==> src/rtl/wdr_pkg.sv <==
package wdr_pkg;

    localparam int unsigned WDR_IDX_W = 2;

    typedef enum logic [WDR_IDX_W-1:0] {
        REG_GATE = 2'd0,
        REG_AUTO = 2'd1,
        REG_CNT  = 2'd2,
        REG_STAT = 2'd3
    } wdr_reg_e;

endpackage

==> src/rtl/wdr_regfile.sv <==
module wdr_regfile
    import wdr_pkg::*;
#(
    parameter int unsigned DATA_W   = 32,
    parameter int unsigned ADDR_W   = 3,
    parameter int unsigned GATE_BIT = 8,
    parameter int unsigned AUTO_BIT = 8,
    parameter int unsigned CNT_BIT  = 4,
    parameter int unsigned STAT_BIT = 23,
    parameter bit          GATE_INV = 1'b0
) (
    input  logic                 clk,
    input  logic                 por_n,
    input  logic                 sel_i,
    input  logic                 wr_i,
    input  logic [ADDR_W-1:0]    addr_i,
    input  logic [DATA_W/8-1:0]  be_i,
    input  logic [DATA_W-1:0]    wdata_i,
    input  logic                 stat_i,
    output logic [DATA_W-1:0]    rdata_o,
    output logic                 gate_bit_o,
    output logic                 auto_bit_o,
    output logic                 cnt_o,
    output logic                 clr_o
);

    localparam int unsigned BE_W = DATA_W / 8;
    localparam logic [DATA_W-1:0] ONE_W = {{(DATA_W-1){1'b0}}, 1'b1};
    localparam logic [DATA_W-1:0] GATE_RST = GATE_INV ? '0 : (ONE_W << GATE_BIT);

    typedef struct packed {
        logic [DATA_W-1:0] gate;
        logic [DATA_W-1:0] autod;
        logic [DATA_W-1:0] cnt;
        logic [DATA_W-1:0] rdata;
    } regs_t;

    regs_t d, q;

    logic [DATA_W-1:0] bmask;
    logic [DATA_W-1:0] stat_word;
    logic              in_range;
    logic              wr_en;
    wdr_reg_e          idx;

    for (genvar b = 0; b < BE_W; b++) begin : g_bmask
        assign bmask[b*8 +: 8] = {8{be_i[b]}};
    end

    always_comb begin
        stat_word           = '0;
        stat_word[STAT_BIT] = stat_i;
        in_range = (addr_i >> WDR_IDX_W) == '0;
        idx      = wdr_reg_e'(addr_i[WDR_IDX_W-1:0]);
        wr_en    = sel_i && wr_i && in_range;
        clr_o    = wr_en && (idx == REG_STAT) && be_i[STAT_BIT/8] && wdata_i[STAT_BIT];

        d = q;
        if (wr_en) begin
            unique case (idx)
                REG_GATE: d.gate  = (q.gate  & ~bmask) | (wdata_i & bmask);
                REG_AUTO: d.autod = (q.autod & ~bmask) | (wdata_i & bmask);
                REG_CNT:  d.cnt   = (q.cnt   & ~bmask) | (wdata_i & bmask);
                default:  ;
            endcase
        end
        if (sel_i && !wr_i) begin
            if (!in_range) begin
                d.rdata = '0;
            end else begin
                unique case (idx)
                    REG_GATE: d.rdata = q.gate;
                    REG_AUTO: d.rdata = q.autod;
                    REG_CNT:  d.rdata = q.cnt;
                    default:  d.rdata = stat_word;
                endcase
            end
        end
    end

    always_ff @(posedge clk or negedge por_n) begin
        if (!por_n) begin
            q.gate  <= GATE_RST;
            q.autod <= '0;
            q.cnt   <= '0;
            q.rdata <= '0;
        end else begin
            q <= d;
        end
    end

    assign rdata_o    = q.rdata;
    assign gate_bit_o = q.gate[GATE_BIT];
    assign auto_bit_o = q.autod[AUTO_BIT];
    assign cnt_o      = q.cnt[CNT_BIT];

    // the counter-run output only moves after a bus write
    assert_cnt_quiet_R5: assert property (@(posedge clk) disable iff (!por_n)
        !$past(sel_i && wr_i) |-> $stable(cnt_o));

    // the gating and auto-suppress bits only move after a bus write
    assert_ctrl_quiet_R6: assert property (@(posedge clk) disable iff (!por_n)
        !$past(sel_i && wr_i) |-> ($stable(gate_bit_o) && $stable(auto_bit_o)));

endmodule

==> src/rtl/wdr_gate.sv <==
module wdr_gate #(
    parameter bit GATE_INV = 1'b0
) (
    input  logic clk,
    input  logic por_n,
    input  logic req_i,
    input  logic cpu_rst_i,
    input  logic gate_bit_i,
    input  logic auto_bit_i,
    input  logic clr_i,
    output logic rst_o,
    output logic stat_o
);

    typedef struct packed {
        logic rst;
        logic stat;
    } gate_t;

    gate_t d, q;
    logic  eff_en;
    logic  pass;

    if (GATE_INV) begin : g_pass_when_set
        assign eff_en = gate_bit_i;
    end else begin : g_block_when_set
        assign eff_en = !gate_bit_i;
    end

    always_comb begin
        pass   = req_i && eff_en && !(auto_bit_i && cpu_rst_i);
        d.rst  = pass;
        d.stat = pass || (q.stat && !clr_i);
    end

    always_ff @(posedge clk or negedge por_n) begin
        if (!por_n) begin
            q <= '0;
        end else begin
            q <= d;
        end
    end

    assign rst_o  = q.rst;
    assign stat_o = q.stat;

    // no routed reset without a request on the previous cycle
    assert_req_needed_R2: assert property (@(posedge clk) disable iff (!por_n)
        rst_o |-> $past(req_i));

    // a routed reset implies the gating bit had its passing value
    assert_polarity_R3: assert property (@(posedge clk) disable iff (!por_n)
        rst_o |-> ($past(gate_bit_i) == GATE_INV));

    // never routed while auto-suppress and processor reset coincide
    assert_auto_block_R4: assert property (@(posedge clk) disable iff (!por_n)
        rst_o |-> !$past(auto_bit_i && cpu_rst_i));

    // the status bit is set whenever the routed reset is high
    assert_sticky_R7: assert property (@(posedge clk) disable iff (!por_n)
        rst_o |-> stat_o);

    // the status bit only falls after a clearing write
    assert_clear_only_R8: assert property (@(posedge clk) disable iff (!por_n)
        $fell(stat_o) |-> $past(clr_i));

endmodule

==> src/rtl/wdt_reset_router.sv <==
module wdt_reset_router #(
    parameter int unsigned DATA_W   = 32,
    parameter int unsigned ADDR_W   = 3,
    parameter int unsigned GATE_BIT = 8,
    parameter int unsigned AUTO_BIT = 8,
    parameter int unsigned CNT_BIT  = 4,
    parameter int unsigned STAT_BIT = 23,
    parameter bit          GATE_INV = 1'b0
) (
    input  logic                clk,
    input  logic                por_n,
    input  logic                bus_sel,
    input  logic                bus_wr,
    input  logic [ADDR_W-1:0]   bus_addr,
    input  logic [DATA_W/8-1:0] bus_be,
    input  logic [DATA_W-1:0]   bus_wdata,
    output logic [DATA_W-1:0]   bus_rdata,
    input  logic                wdt_req,
    input  logic                cpu_in_reset,
    output logic                cnt_enable,
    output logic                sys_wdt_rst
);

    logic gate_bit;
    logic auto_bit;
    logic stat_clr;
    logic stat_bit;

    wdr_regfile #(
        .DATA_W   (DATA_W),
        .ADDR_W   (ADDR_W),
        .GATE_BIT (GATE_BIT),
        .AUTO_BIT (AUTO_BIT),
        .CNT_BIT  (CNT_BIT),
        .STAT_BIT (STAT_BIT),
        .GATE_INV (GATE_INV)
    ) u_regs (
        .clk        (clk),
        .por_n      (por_n),
        .sel_i      (bus_sel),
        .wr_i       (bus_wr),
        .addr_i     (bus_addr),
        .be_i       (bus_be),
        .wdata_i    (bus_wdata),
        .stat_i     (stat_bit),
        .rdata_o    (bus_rdata),
        .gate_bit_o (gate_bit),
        .auto_bit_o (auto_bit),
        .cnt_o      (cnt_enable),
        .clr_o      (stat_clr)
    );

    wdr_gate #(
        .GATE_INV (GATE_INV)
    ) u_gate (
        .clk        (clk),
        .por_n      (por_n),
        .req_i      (wdt_req),
        .cpu_rst_i  (cpu_in_reset),
        .gate_bit_i (gate_bit),
        .auto_bit_i (auto_bit),
        .clr_i      (stat_clr),
        .rst_o      (sys_wdt_rst),
        .stat_o     (stat_bit)
    );

endmodule

==> config.mk <==
export PLATFORM = sky130hd
export DESIGN_NAME = wdt_reset_router
export DESIGN_NICKNAME = d
export VERILOG_FILES = /design/src/rtl/wdr_pkg.sv /design/src/rtl/wdr_regfile.sv /design/src/rtl/wdr_gate.sv /design/src/rtl/wdt_reset_router.sv
export SDC_FILE = /design/constraint.sdc
export NUM_CORES = 1
export LEC_CHECK = 0
export ABC_AREA = 0
export BUFFER_PORTS_ARGS = -buffer_cell sky130_fd_sc_hd__clkbuf_2
export CORE_ASPECT_RATIO = 1.25
export CORE_MARGIN = 8
export CORE_UTILIZATION = 52
export CTS_BUF_LIST = sky130_fd_sc_hd__clkbuf_16
export CTS_CLUSTER_SIZE = 20
export DETAILED_ROUTE_END_ITERATION = 12
export PLACE_DENSITY = 0.79
export REMOVE_ABC_BUFFERS = 1
export SYNTH_ARGS = -nofsm -noshare
export SYNTH_HDL_FRONTEND = slang
export SYNTH_SLANG_ARGS = --single-unit
==> constraint.sdc <==
create_clock -name clk -period 1.1 [get_ports clk]
set_input_delay 0.165 -clock clk [delete_from_list [all_inputs] [get_ports clk]]
set_output_delay 0.165 -clock clk [all_outputs]
set_load 0.005 [all_outputs]
==> results.md, run 1 <==
Route:
- The wire length per cell after detailed routing is 19.6 um.
- In this run the remaining antenna-violating nets after routing total 0.
- The first-iteration detailed-routing DRC count is 111.
- The count of TritonRoute iterations in the first routing pass is 4.
- The detailed router placed 3706 vias in this run.
- The DRC violation count after routing is 0.
- After detailed routing, the number of vias per cell comes to 5.62.
- The routed design has 13.0 mm of wire.

Cells and area:
- After routing the design area is 7320 um^2.
- The leading cell type in the layout, fill and taps excluded is sky130_fd_sc_hd__dfrtp_1.
- The final-stage net count is 558.
- Of the cells placed in the final design, the portion with a size suffix greater than 1 is 0.528.
- From synthesis to final layout, the design area changed by 25.6%.
- The antenna diode instance count is 0.
- The top cell types in the final layout, fill and taps aside, are sky130_fd_sc_hd__dfrtp_1, sky130_fd_sc_hd__mux2_2, sky130_fd_sc_hd__clkbuf_2, sky130_fd_sc_hd__buf_4, sky130_fd_sc_hd__a22o_1.

Critical path:
- Data arrives at the worst endpoint at 1.47 ns.
- The critical path launch point is u_gate.stat_o.
- The delay of the slowest critical-path stage is 0.49 ns.
- The startpoint-to-endpoint class of the critical path is flop to flop.
- The slowest cell on the critical path is sky130_fd_sc_hd__mux4_2.
- The endpoint class of the critical path is a flop.
- The maximum net fanout on the critical path is 2.
- Together, buffers and inverters on the worst path number 0.
- The worst path required time is 1.40 ns.
- The critical path goes through mux4_2 > a22o_1.
- The kind of launch point of the worst setup path is a flop.
- The cell family contributing the most delay on the critical path is multiplexers.
- The source of the worst register-to-register timing path is u_gate.stat_o.

Floorplan:
- The total die area is 14900 um^2.
- Row generation in the floorplan step produced 43 rows.
- The core region is 11000 um^2.
- The floorplan die height is 134 um.
- The top-level I/O count is 79.
- The initial utilization of the core area, before any placement, comes to 0.528.
- In this run the horizontal extent of the chip is 111 um.

GRT:
- The wire length of the first global-routing pass is 21.3 mm.
- Across every metal layer, demand over resource in global routing totals 0.181.
- The pin count of the biggest net entering global routing is 40.
- The number of antenna violations at the first check in global routing was 0.
- Summed over all layers, the global routing overflow is 0.
- The number of global-route vias before repair is 4047.

Synthesis:
- The netlist area before placement is 5830 um^2.
- The share of the Yosys chip area taken by registers is 0.558.
- The post-synthesis cell type count is 29.
- The cell count after synthesis is 406.
- The average instance in the mapped netlist occupies 14.4 um^2.
- The count of synthesis-stage warnings from yosys is 0.
- Counting flops and latches in the post-synthesis netlist gives 130.

Timing:
- The part of the cycle the worst path needs is 1.06.
- The maximum clock frequency is 0.856 GHz.
- Setup violations remaining at the end of the flow were counted as 1.
- The number of pins with negative max-slew slack in the final report is 0.
- Setup repair after global routing could not meet its margin everywhere.
- The final critical delay including setup and external delays is 1.17 ns.
- The total negative slack is -0.0677 ns.
- Across the routed clock network, the largest skew measured is 0.00237 ns.
- The final count of hold timing violations is 0.
- The worst setup slack after layout is -0.0677 ns.
- The pin slew with the least headroom to its limit is 0.455 ns.
- The worst slew margin relative to its limit is 0.695.

Placed design:
- The pre-CTS setup slack is -0.413 ns.
- Detailed placement finished with a half-perimeter wire length of 8.85 mm.
- In this run the cell area measured after placement is 6530 um^2.
- During placement, the flow inserted port buffers numbering 78.
- Routability-driven placement finished with a final weighted congestion of 0.767.

Power:
- The maximum VDD drop is 0.898 mV.
- The cell area power density is 1890 nW/um^2.
- In this run the static leakage power is 0.00356 uW.

Hold path:
- In this run the most critical hold path is launched from bus_wdata[24].
- The kind of path behind the tightest hold check is input port to flop.

Clock network:
- The CTS buffer count is 17.
- The maximum root-to-sink buffer count is 2.
- Counting every sink on the clock net gives 130.
- The clock reaches the later pin of the worst-skew pair after 0.41 ns.
- The CTS H-tree depth is 4.
- The CTS tree is done.
- Clock-pin slew was measured on the worst setup and hold paths at 0.05 ns.
- The clock tree root driver cell is sky130_fd_sc_hd__clkbuf_16.

Run:
- Max-cap violations in this run came to 0.

Run status:
- The flow ran to the end, but the final reports show violations.
- The checks that failed: setup timing.
power breakdown:
group	switching (uW)	internal, uW	leakage, uW
Sequential	424	5600	0.00168
Clock	1950	3950	0.000302
Combinational	783	1120	0.00157
Total	3150	10700	0.00356
timing repair:
item,in CTS,in global routing
buffers inserted,2,14
hold buffers,4,0
endpoints found under the hold margin,114,0
pin swaps,1,4
gates resized for setup,0,5
endpoints found under the setup margin,4,68
final timing paths:
path                                              end  slack [ns]  cells after the start
setup / recovery                   u_regs.rdata_o[23]       -0.07                      2
hold / removal                                   flop        0.01                      2
setup reg to reg                   u_regs.rdata_o[23]       -0.07                      2
hold reg to reg                    u_regs.rdata_o[16]        0.50                      1
max in group asynchronous  asynchronous set/reset pin        0.34                      3
min in group asynchronous           u_regs.rdata_o[4]        0.19                      2
area by class of cell:
type	count	area, um^2
clock inverters	14	195
multi-input cells	221	2250
clock buffers	17	425
well taps	135	169
fillers	790	3710
flip-flops and latches	130	3250
inverters	1	3.75
repair buffers	142	1020
cells in the mapped netlist (all sizes together):
cell	n	area, um^2
mux2i	31	310
and4b	1	10.0
dfrtp	129	3230
buf	44	307
nor2b	1	6.26
nand2	1	3.75
nor3b	1	18.8
mux4	1	22.5
dfstp	1	26.3
clkbuf	10	37.5
nor3	3	48.8
mux2	96	1080
nor4b	1	8.76
nand3	2	15.0
inv	1	3.75
nand4	1	6.26
a21o	1	7.51
nand4b	2	17.5
a22o	32	280
nor2	4	22.5
o2bb2ai	31	272
and4bb	2	25.0
a211oi	2	20.0
nand2b	8	50.1
kinds of logic after synthesis:
logic type	count (synthesis)	share of synthesized area
flops	130	0.558
mux	128	0.243
compound gates	66	0.0994
buf+inv	55	0.0597
simple gates	27	0.0399
routing by layer:
metal	share of wire	track usage	vias up
met5	0	0	-
met4	0.017	0.0828	0
met3	0.049	0.0509	15
met2	0.52	0.313	82
met1	0.41	0.203	1919
li1	-	-	1690
per-stage QoR:
step / cells / util / power [uW] / hold WS, ns
after global placement: 609 / 0.592 / 7760 / 0.0736
after detailed placement: 609 / 0.592 / 7900 / 0.0759
after floorplan: 352 / - / 7060 / -0.131
final: 660 / 0.664 / 13800 / 0.0115
after global routing: 660 / 0.664 / 14400 / 0.00584
after CTS: 646 / 0.653 / 13900 / 0.00125
Power figures use the tool's default switching activity.
==> inputs of run 2 (changes only) <==
--- a/config.mk
+++ b/config.mk
@@ -6,7 +6,7 @@
 export NUM_CORES = 1
 export LEC_CHECK = 0
 export ABC_AREA = 0
-export BUFFER_PORTS_ARGS = -buffer_cell sky130_fd_sc_hd__clkbuf_2
+export BUFFER_PORTS_ARGS = -buffer_cell sky130_fd_sc_hd__buf_2
 export CORE_ASPECT_RATIO = 1.25
 export CORE_MARGIN = 8
 export CORE_UTILIZATION = 52
==> run 2 against run 1 <==
The flow still finishes with violations (setup timing); clock skew is 0.0028 ns higher; first-iteration DRC count is 0.90% higher; non-clock buffer count is 5 higher; clock power hardly changed; hold slack better by 0.0032 ns; power is 0.19% higher; design area is 0.55% higher; critical path type unchanged.
==> results.md, run 2 (synthesized netlist as in run 1, its figures left out) <==
Clock network:
- The clock latency of the later-clocked register in the worst-skew pair is 0.40 ns (about the same).
- The number of clock sinks is 130 (unchanged).
- The CTS buffer count is 17 (unchanged).
- The CTS tree is done.
- The root buffer cell chosen for the clock tree is sky130_fd_sc_hd__clkbuf_16.
- The CTS H-tree depth is 4 (unchanged).
- The maximum root-to-sink buffer count came to 2 (unchanged).
- The clock input transition at the sequential cells of the worst setup and hold paths is 0.05 ns (about the same).

Route:
- The count of vias placed by the detailed router is 3744 (+1.0%).
- The via density per instance is 5.61 (about the same).
- The post-detailed-routing wire length is 12.9 mm (-0.80%).
- The wire length per cell after detailed routing is 19.3 um (-1.8%).
- The first-iteration detailed-routing DRC count was 112 (+0.90%).
- The number of nets with antenna violations after detailed routing was 0 (unchanged).
- The DRC violation count after routing is 0 (unchanged).
- The count of TritonRoute iterations in the first routing pass is 4 (unchanged).

Critical path:
- Following the worst setup path forward leads to its endpoint at u_regs.rdata_o[23].
- The maximum net fanout on the critical path is 2 (unchanged).
- The endpoint identified for the worst register-to-register timing path is u_regs.rdata_o[23].
- The kind of launch point of the worst setup path is a flop.
- The worst setup path is captured at a flop.
- The worst endpoint data arrival time is 1.44 ns (-0.03 ns).
- The worst path required time is 1.39 ns (about the same).
- The register-to-register setup slack was -0.05 ns (+0.02 ns).
- The number of cells on the worst reg-to-reg path is 2 (unchanged).
- The critical path is of the flop to flop type.

Floorplan:
- The floorplan die height is 134 um (unchanged).
- The starting density of the core was 0.528 (unchanged).
- The site row count came to 43 (unchanged).
- The width of the die came to 111 um (unchanged).
- The total die area is 14900 um^2 (unchanged).
- The top-level I/O count is 79 (unchanged).
- The floorplan core area was 11000 um^2 (unchanged).

Cells and area:
- The utilization after layout was 0.667 (+0.00363).
- The final-stage net count is 563 (+0.90%).
- The fill cell instance count of the final layout is 768 (-2.8%).
- In the layout the commonest cells are sky130_fd_sc_hd__dfrtp_1, sky130_fd_sc_hd__mux2_2, sky130_fd_sc_hd__buf_2, sky130_fd_sc_hd__buf_4, sky130_fd_sc_hd__a22o_1.
- The fraction of layout cells with a size suffix above 1 is 0.531 (+0.00345).
- The final instance area is 7360 um^2 (+0.55%).
- The leading cell type in the layout, fill and taps excluded is sky130_fd_sc_hd__dfrtp_1.
- The area growth from synthesis to layout is 26.3%.

Power:
- The cell area power density is 1880 nW/um^2 (-0.35%).
- The leakage component of the power is 0.00361 uW (+1.4%).
- The total power of the final layout is 13900 uW (+0.19%).
- The maximum VDD drop was 0.873 mV (-2.8%).

GRT:
- The total global-route track usage is 0.179 (-0.00244).
- The aggregate global routing overflow is 0 (unchanged).
- The number of antenna violations at the first check in global routing is 0 (unchanged).
- The number of global-route vias before repair was 4093 (+1.1%).
- The pin count of the biggest net entering global routing is 70 (+75%).
- The wire length of the first global-routing pass is 21.3 mm (about the same).

Timing:
- The worst slew margin relative to its limit was 0.751 (+0.0567).
- The number of endpoints failing setup at the final stage is 1 (unchanged).
- The worst setup slack after layout was -0.0506 ns (+0.0171 ns).
- Setup repair after global routing could not meet its margin everywhere.
- The maximum clock frequency is 0.869 GHz (+1.5%).
- The number of pins with negative max-slew slack in the final report is 0 (unchanged).
- The pin slew with the least headroom to its limit was 0.373 ns (-0.0823 ns).
- The clock skew after layout is 0.00512 ns (+0.00275 ns).
- The final critical delay including setup and external delays is 1.15 ns (-0.0171 ns).
- The total negative slack is -0.0506 ns (+0.0171 ns).
- The part of the cycle the worst path needs came to 1.05 (-0.0155).
- The worst hold-check slack came to 0.0147 ns (+0.00318 ns).
- The final count of hold timing violations came to 0 (unchanged).

Run:
- The number of max-cap violations was 0 (unchanged).

Placed design:
- The post-detailed-placement cell area is 6510 um^2 (-0.27%).
- The half-perimeter wire length of the detailed placement result is 8.85 mm (about the same).
- The number of port buffers is 78 (unchanged).
- The final weighted congestion in routability-driven placement was 0.744 (-3.0%).

Run status:
- The checks that failed: setup timing.
- The flow ran to the end, but the final reports show violations.

Hold path:
- The tightest min-delay check is of the input port to flop type.
- The worst hold path cell count came to 2 (unchanged).
run 2: critical path: stages (launching register included):
cell and delay [ns]:
sky130_fd_sc_hd__dfrtp_1 0.39, sky130_fd_sc_hd__mux4_2 0.46, sky130_fd_sc_hd__a22o_1 0.19
run 2: power by group:
part	internal (uW)	leakage [uW]	switching, uW
Combinational	1160	0.00162	791
Sequential	5600	0.00168	413
Clock	3950	0.000303	1940
Total	10700	0.00361	3140
run 2: routing by layer:
| metal | vias up | GRT usage | share of wire |
|---|---|---|---|
| met5 | - | 0 | 0 |
| met4 | 0 | 0.0707 | 0.014 |
| met3 | 14 | 0.0518 | 0.043 |
| met2 | 81 | 0.303 | 0.52 |
| met1 | 1931 | 0.208 | 0.42 |
| li1 | 1718 | - | - |
run 2: layout make-up:
cell class | count | area, um^2 | share of cell area
flip-flops and latches | 130 | 3250 | 0.442
clock inverters | 15 | 195 | 0.0265
multi-input cells | 221 | 2240 | 0.304
inverters | 1 | 3.75 | 0.000510
repair buffers | 147 | 1070 | 0.145
well taps | 135 | 169 | 0.0230
diodes | 1 | 2.50 | 0.000340
clock buffers | 17 | 425 | 0.0578
run 2: timing repair:
| item | 4_1_cts | 5_1_grt |
|---|---|---|
| pin swaps | 1 | 2 |
| resized for setup | 0 | 3 |
| hold buffers | 1 | 0 |
| hold endpoints to repair | 129 | 0 |
| buffers inserted | 8 | 20 |
| endpoints found under the setup margin | 9 | 40 |
run 2: how the worst min path moves through the flow:
stage	start	end	slack (ns)
6_report	bus_wdata[30]	flop	0.01
5_1_grt	bus_wdata[28]	flop	0.009
4_1_cts	bus_wdata[1]	flop	0.003
3_5_place_dp	por_n	asynchronous set/reset pin	0.21
3_3_place_gp	por_n	u_regs.rdata_o[6]	0.21
2_1_floorplan	por_n	asynchronous set/reset pin	-0.13
run 2: stage by stage:
stage	worst slack (ns)	cells
2_1_floorplan	-1.11	352
6_report	-0.0506	667
5_1_grt	-0.0826	666
4_1_cts	-0.0471	646
3_3_place_gp	-0.323	605
3_5_place_dp	-0.358	605
==> inputs of run 3 (changes only) <==
--- a/config.mk
+++ b/config.mk
@@ -9,11 +9,11 @@
 export BUFFER_PORTS_ARGS = -buffer_cell sky130_fd_sc_hd__buf_2
 export CORE_ASPECT_RATIO = 1.25
 export CORE_MARGIN = 8
-export CORE_UTILIZATION = 52
+export CORE_UTILIZATION = 40
 export CTS_BUF_LIST = sky130_fd_sc_hd__clkbuf_16
 export CTS_CLUSTER_SIZE = 20
 export DETAILED_ROUTE_END_ITERATION = 12
-export PLACE_DENSITY = 0.79
+export PLACE_DENSITY = 0.62
 export REMOVE_ABC_BUFFERS = 1
 export SYNTH_ARGS = -nofsm -noshare
 export SYNTH_HDL_FRONTEND = slang
==> constraint.sdc (replaced) <==
create_clock -name clk -period 1.4 [get_ports clk]
set_input_delay 0.21 -clock clk [delete_from_list [all_inputs] [get_ports clk]]
set_output_delay 0.21 -clock clk [all_outputs]
set_load 0.005 [all_outputs]
==> run 3 against run 2 <==
The run now ends clean; final cell count up 2.1%; hold slack better by 0.029 ns; non-clock buffer count down 29; wire length down 0.62%; clock-buffer cell count unchanged; flip-flop and latch count unchanged; largest cell class unchanged.
==> results.md, run 3 (synthesized netlist as in run 1, its figures left out) <==
Critical path:
- The signal on the critical path passes through buf_2 > buf_4 > nand2b_1 > nor3_4 > buf_12 > mux2_2.
- The delay of the slowest critical-path stage came to 0.33 ns (-0.13 ns).
- The worst path required time was 1.68 ns (+0.29 ns).
- The endpoint class of the critical path is a flop.
- The critical path in this run is classified as input port to flop.
- The kind of launch point of the worst setup path is an input port.
- The maximum net fanout on the critical path is 11 (+9).
- The worst endpoint data arrival time is 1.50 ns (+0.06 ns).
- The buffer and inverter count on the worst path is 3 (+3).
- The kind of cell with the highest combined delay on the critical path is buffers and inverters.
- The slowest cell on the critical path is sky130_fd_sc_hd__mux2_2.

Timing:
- For the finished layout, the period the worst path requires is 1.21 ns.
- The number of pins with negative max-slew slack in the final report is 0 (unchanged).
- Setup repair after global routing left no endpoint under its margin.
- The worst slew margin relative to its limit was 0.699 (-0.0528).
- The part of the cycle the worst path needs is 0.866.
- The worst hold-check slack is 0.0433 ns (+0.0286 ns).
- The number of endpoints failing setup at the final stage was 0 (-1).
- The pin slew with the least headroom to its limit is 0.449 ns (+0.0765 ns).
- The total negative slack is 0 ns (+0.0506 ns).
- The final count of hold timing violations is 0 (unchanged).
- The maximum clock frequency is 0.825 GHz.
- The clock skew after layout is 0.00510 ns (-0.0000197 ns).

Hold path:
- The kind of path behind the tightest hold check is input port to flop.

Route:
- The count of vias placed by the detailed router is 3542 (-5.4%).
- The wire length per cell after detailed routing is 18.8 um (-2.7%).
- The first-iteration detailed-routing DRC count was 228 (+100%).
- The number of nets with antenna violations after detailed routing is 0 (unchanged).
- The post-detailed-routing wire length was 12.8 mm (-0.62%).
- The via density per instance is 5.20 (-7.3%).
- The DRC violation count after routing is 0 (unchanged).
- The count of TritonRoute iterations in the first routing pass is 4 (unchanged).

Cells and area:
- The leading cell type in the layout, fill and taps excluded is sky130_fd_sc_hd__dfrtp_1.
- The fill cell instance count of the final layout is 1297 (+69%).
- In the layout the commonest cells are sky130_fd_sc_hd__dfrtp_1, sky130_fd_sc_hd__mux2_2, sky130_fd_sc_hd__buf_2, sky130_fd_sc_hd__a22o_1.
- The final-stage net count is 534 (-5.2%).
- The sequential cell area is 3250 um^2 (unchanged).
- The area growth from synthesis to layout is 21.3%.
- The fraction of layout cells with a size suffix above 1 is 0.498 (-0.0331).
- The area occupied by multi-input gates came to 2240 um^2 (unchanged).

Floorplan:
- The site row count was 49 (+14%).
- The starting density of the core was 0.406 (-0.122).
- The floorplan die height is 151 um (+12%).
- The total die area is 18700 um^2 (+26%).
- The width of the die is 124 um (+12%).
- The top-level I/O count is 79 (unchanged).
- The floorplan core area is 14300 um^2 (+30%).

GRT:
- The number of antenna violations at the first check in global routing is 2 (+2).
- The wire length of the first global-routing pass is 21.5 mm (+0.91%).
- The number of global-route vias before repair is 4028 (-1.6%).
- The pin count of the biggest net entering global routing came to 60 (-14%).
- The aggregate global routing overflow is 0 (unchanged).
- The total global-route track usage came to 0.150 (-0.0287).

Placed design:
- The half-perimeter wire length of the detailed placement result was 9.20 mm (+4.0%).
- The final weighted congestion in routability-driven placement is 0.772 (+3.8%).
- The number of port buffers was 78 (unchanged).

Clock network:
- The total setup buffers inserted after CTS came to 0 (-8).
- The clock input transition at the sequential cells of the worst setup and hold paths is 0.05 ns (about the same).
- The CTS buffer count is 17 (unchanged).
- The number of gates given a new drive strength after cts was 0 (unchanged).
- The clock tree root driver cell is sky130_fd_sc_hd__clkbuf_16.
- The number of buffers inserted by hold repair at cts is 1 (unchanged).
- The maximum root-to-sink buffer count is 2 (unchanged).
- The CTS H-tree depth was 4 (unchanged).
- The number of clock sinks is 130 (unchanged).
- The CTS tree is done.
- The clock latency of the later-clocked register in the worst-skew pair is 0.40 ns (about the same).

Run status:
- The run finished with clean final reports.

Power:
- The cell area power density was 1410 nW/um^2 (-25%).
- The maximum VDD drop came to 0.773 mV (-11%).
- The leakage component of the power is 0.00342 uW (-5.3%).

Run:
- The number of max-cap violations is 0 (unchanged).
run 3: path summary, 6_finish.rpt:
kind | start | end | slack (ns) | cells after the start
worst max-delay path | bus_addr[0] | flop | 0.19 | 6
worst min-delay path | cpu_in_reset | u_gate.rst_o | 0.04 | 2
worst max register to register | u_gate.stat_o | u_regs.rdata_o[23] | 0.26 | 2
worst min register to register | u_gate.stat_o | u_gate.stat_o | 0.48 | 1
max in group asynchronous | por_n | asynchronous set/reset pin | 0.54 | 3
min in group asynchronous | por_n | u_regs.rdata_o[7] | 0.23 | 2
run 3: metal layers:
metal	share of wire	GRT usage	vias to the layer above	wire (um)
met5	0.00094	0	-	12
met3	0.045	0.0395	14	574
met4	0.016	0.0590	2	201
met1	0.43	0.183	1811	5500
li1	-	-	1653	-
met2	0.51	0.247	62	6500
run 3: layout make-up:
class,count,area share
sequential,130,0.460
multi-input combinational,221,0.317
timing repair buffer,118,0.118
clock buffer,17,0.0602
tap,178,0.0315
clock inverter,15,0.0124
inverter,1,0.000531
antenna,1,0.000354
run 3: where the power goes:
part           internal (uW)  switching, uW  leakage [uW]
Combinational            813            580       0.00146
Sequential              4400            319       0.00168
Clock                   2360           1470      0.000278
Total                   7570           2370       0.00342
run 3: worst register-to-register path, delay by kind of cell (launching register included):
| family | cells | cell delay (ns) |
|---|---|---|
| AOI/OAI and AO/OA | 1 | 0.20 |
| muxes | 1 | 0.46 |
| DFF | 1 | 0.37 |
run 3: metrics by stage:
| step | util | worst slack (ns) | cells | power [uW] | area (um^2) |
|---|---|---|---|---|---|
| after floorplan | - | -0.855 | 352 | 5550 | 5480 |
| after global placement | 0.456 | -0.170 | 647 | 6110 | 6540 |
| after detailed placement | 0.456 | -0.234 | 647 | 6190 | 6540 |
| after CTS | 0.493 | 0.194 | 680 | 10100 | 7070 |
| after global routing | 0.493 | 0.131 | 681 | 10500 | 7070 |
| final | 0.493 | 0.188 | 681 | 9940 | 7070 |
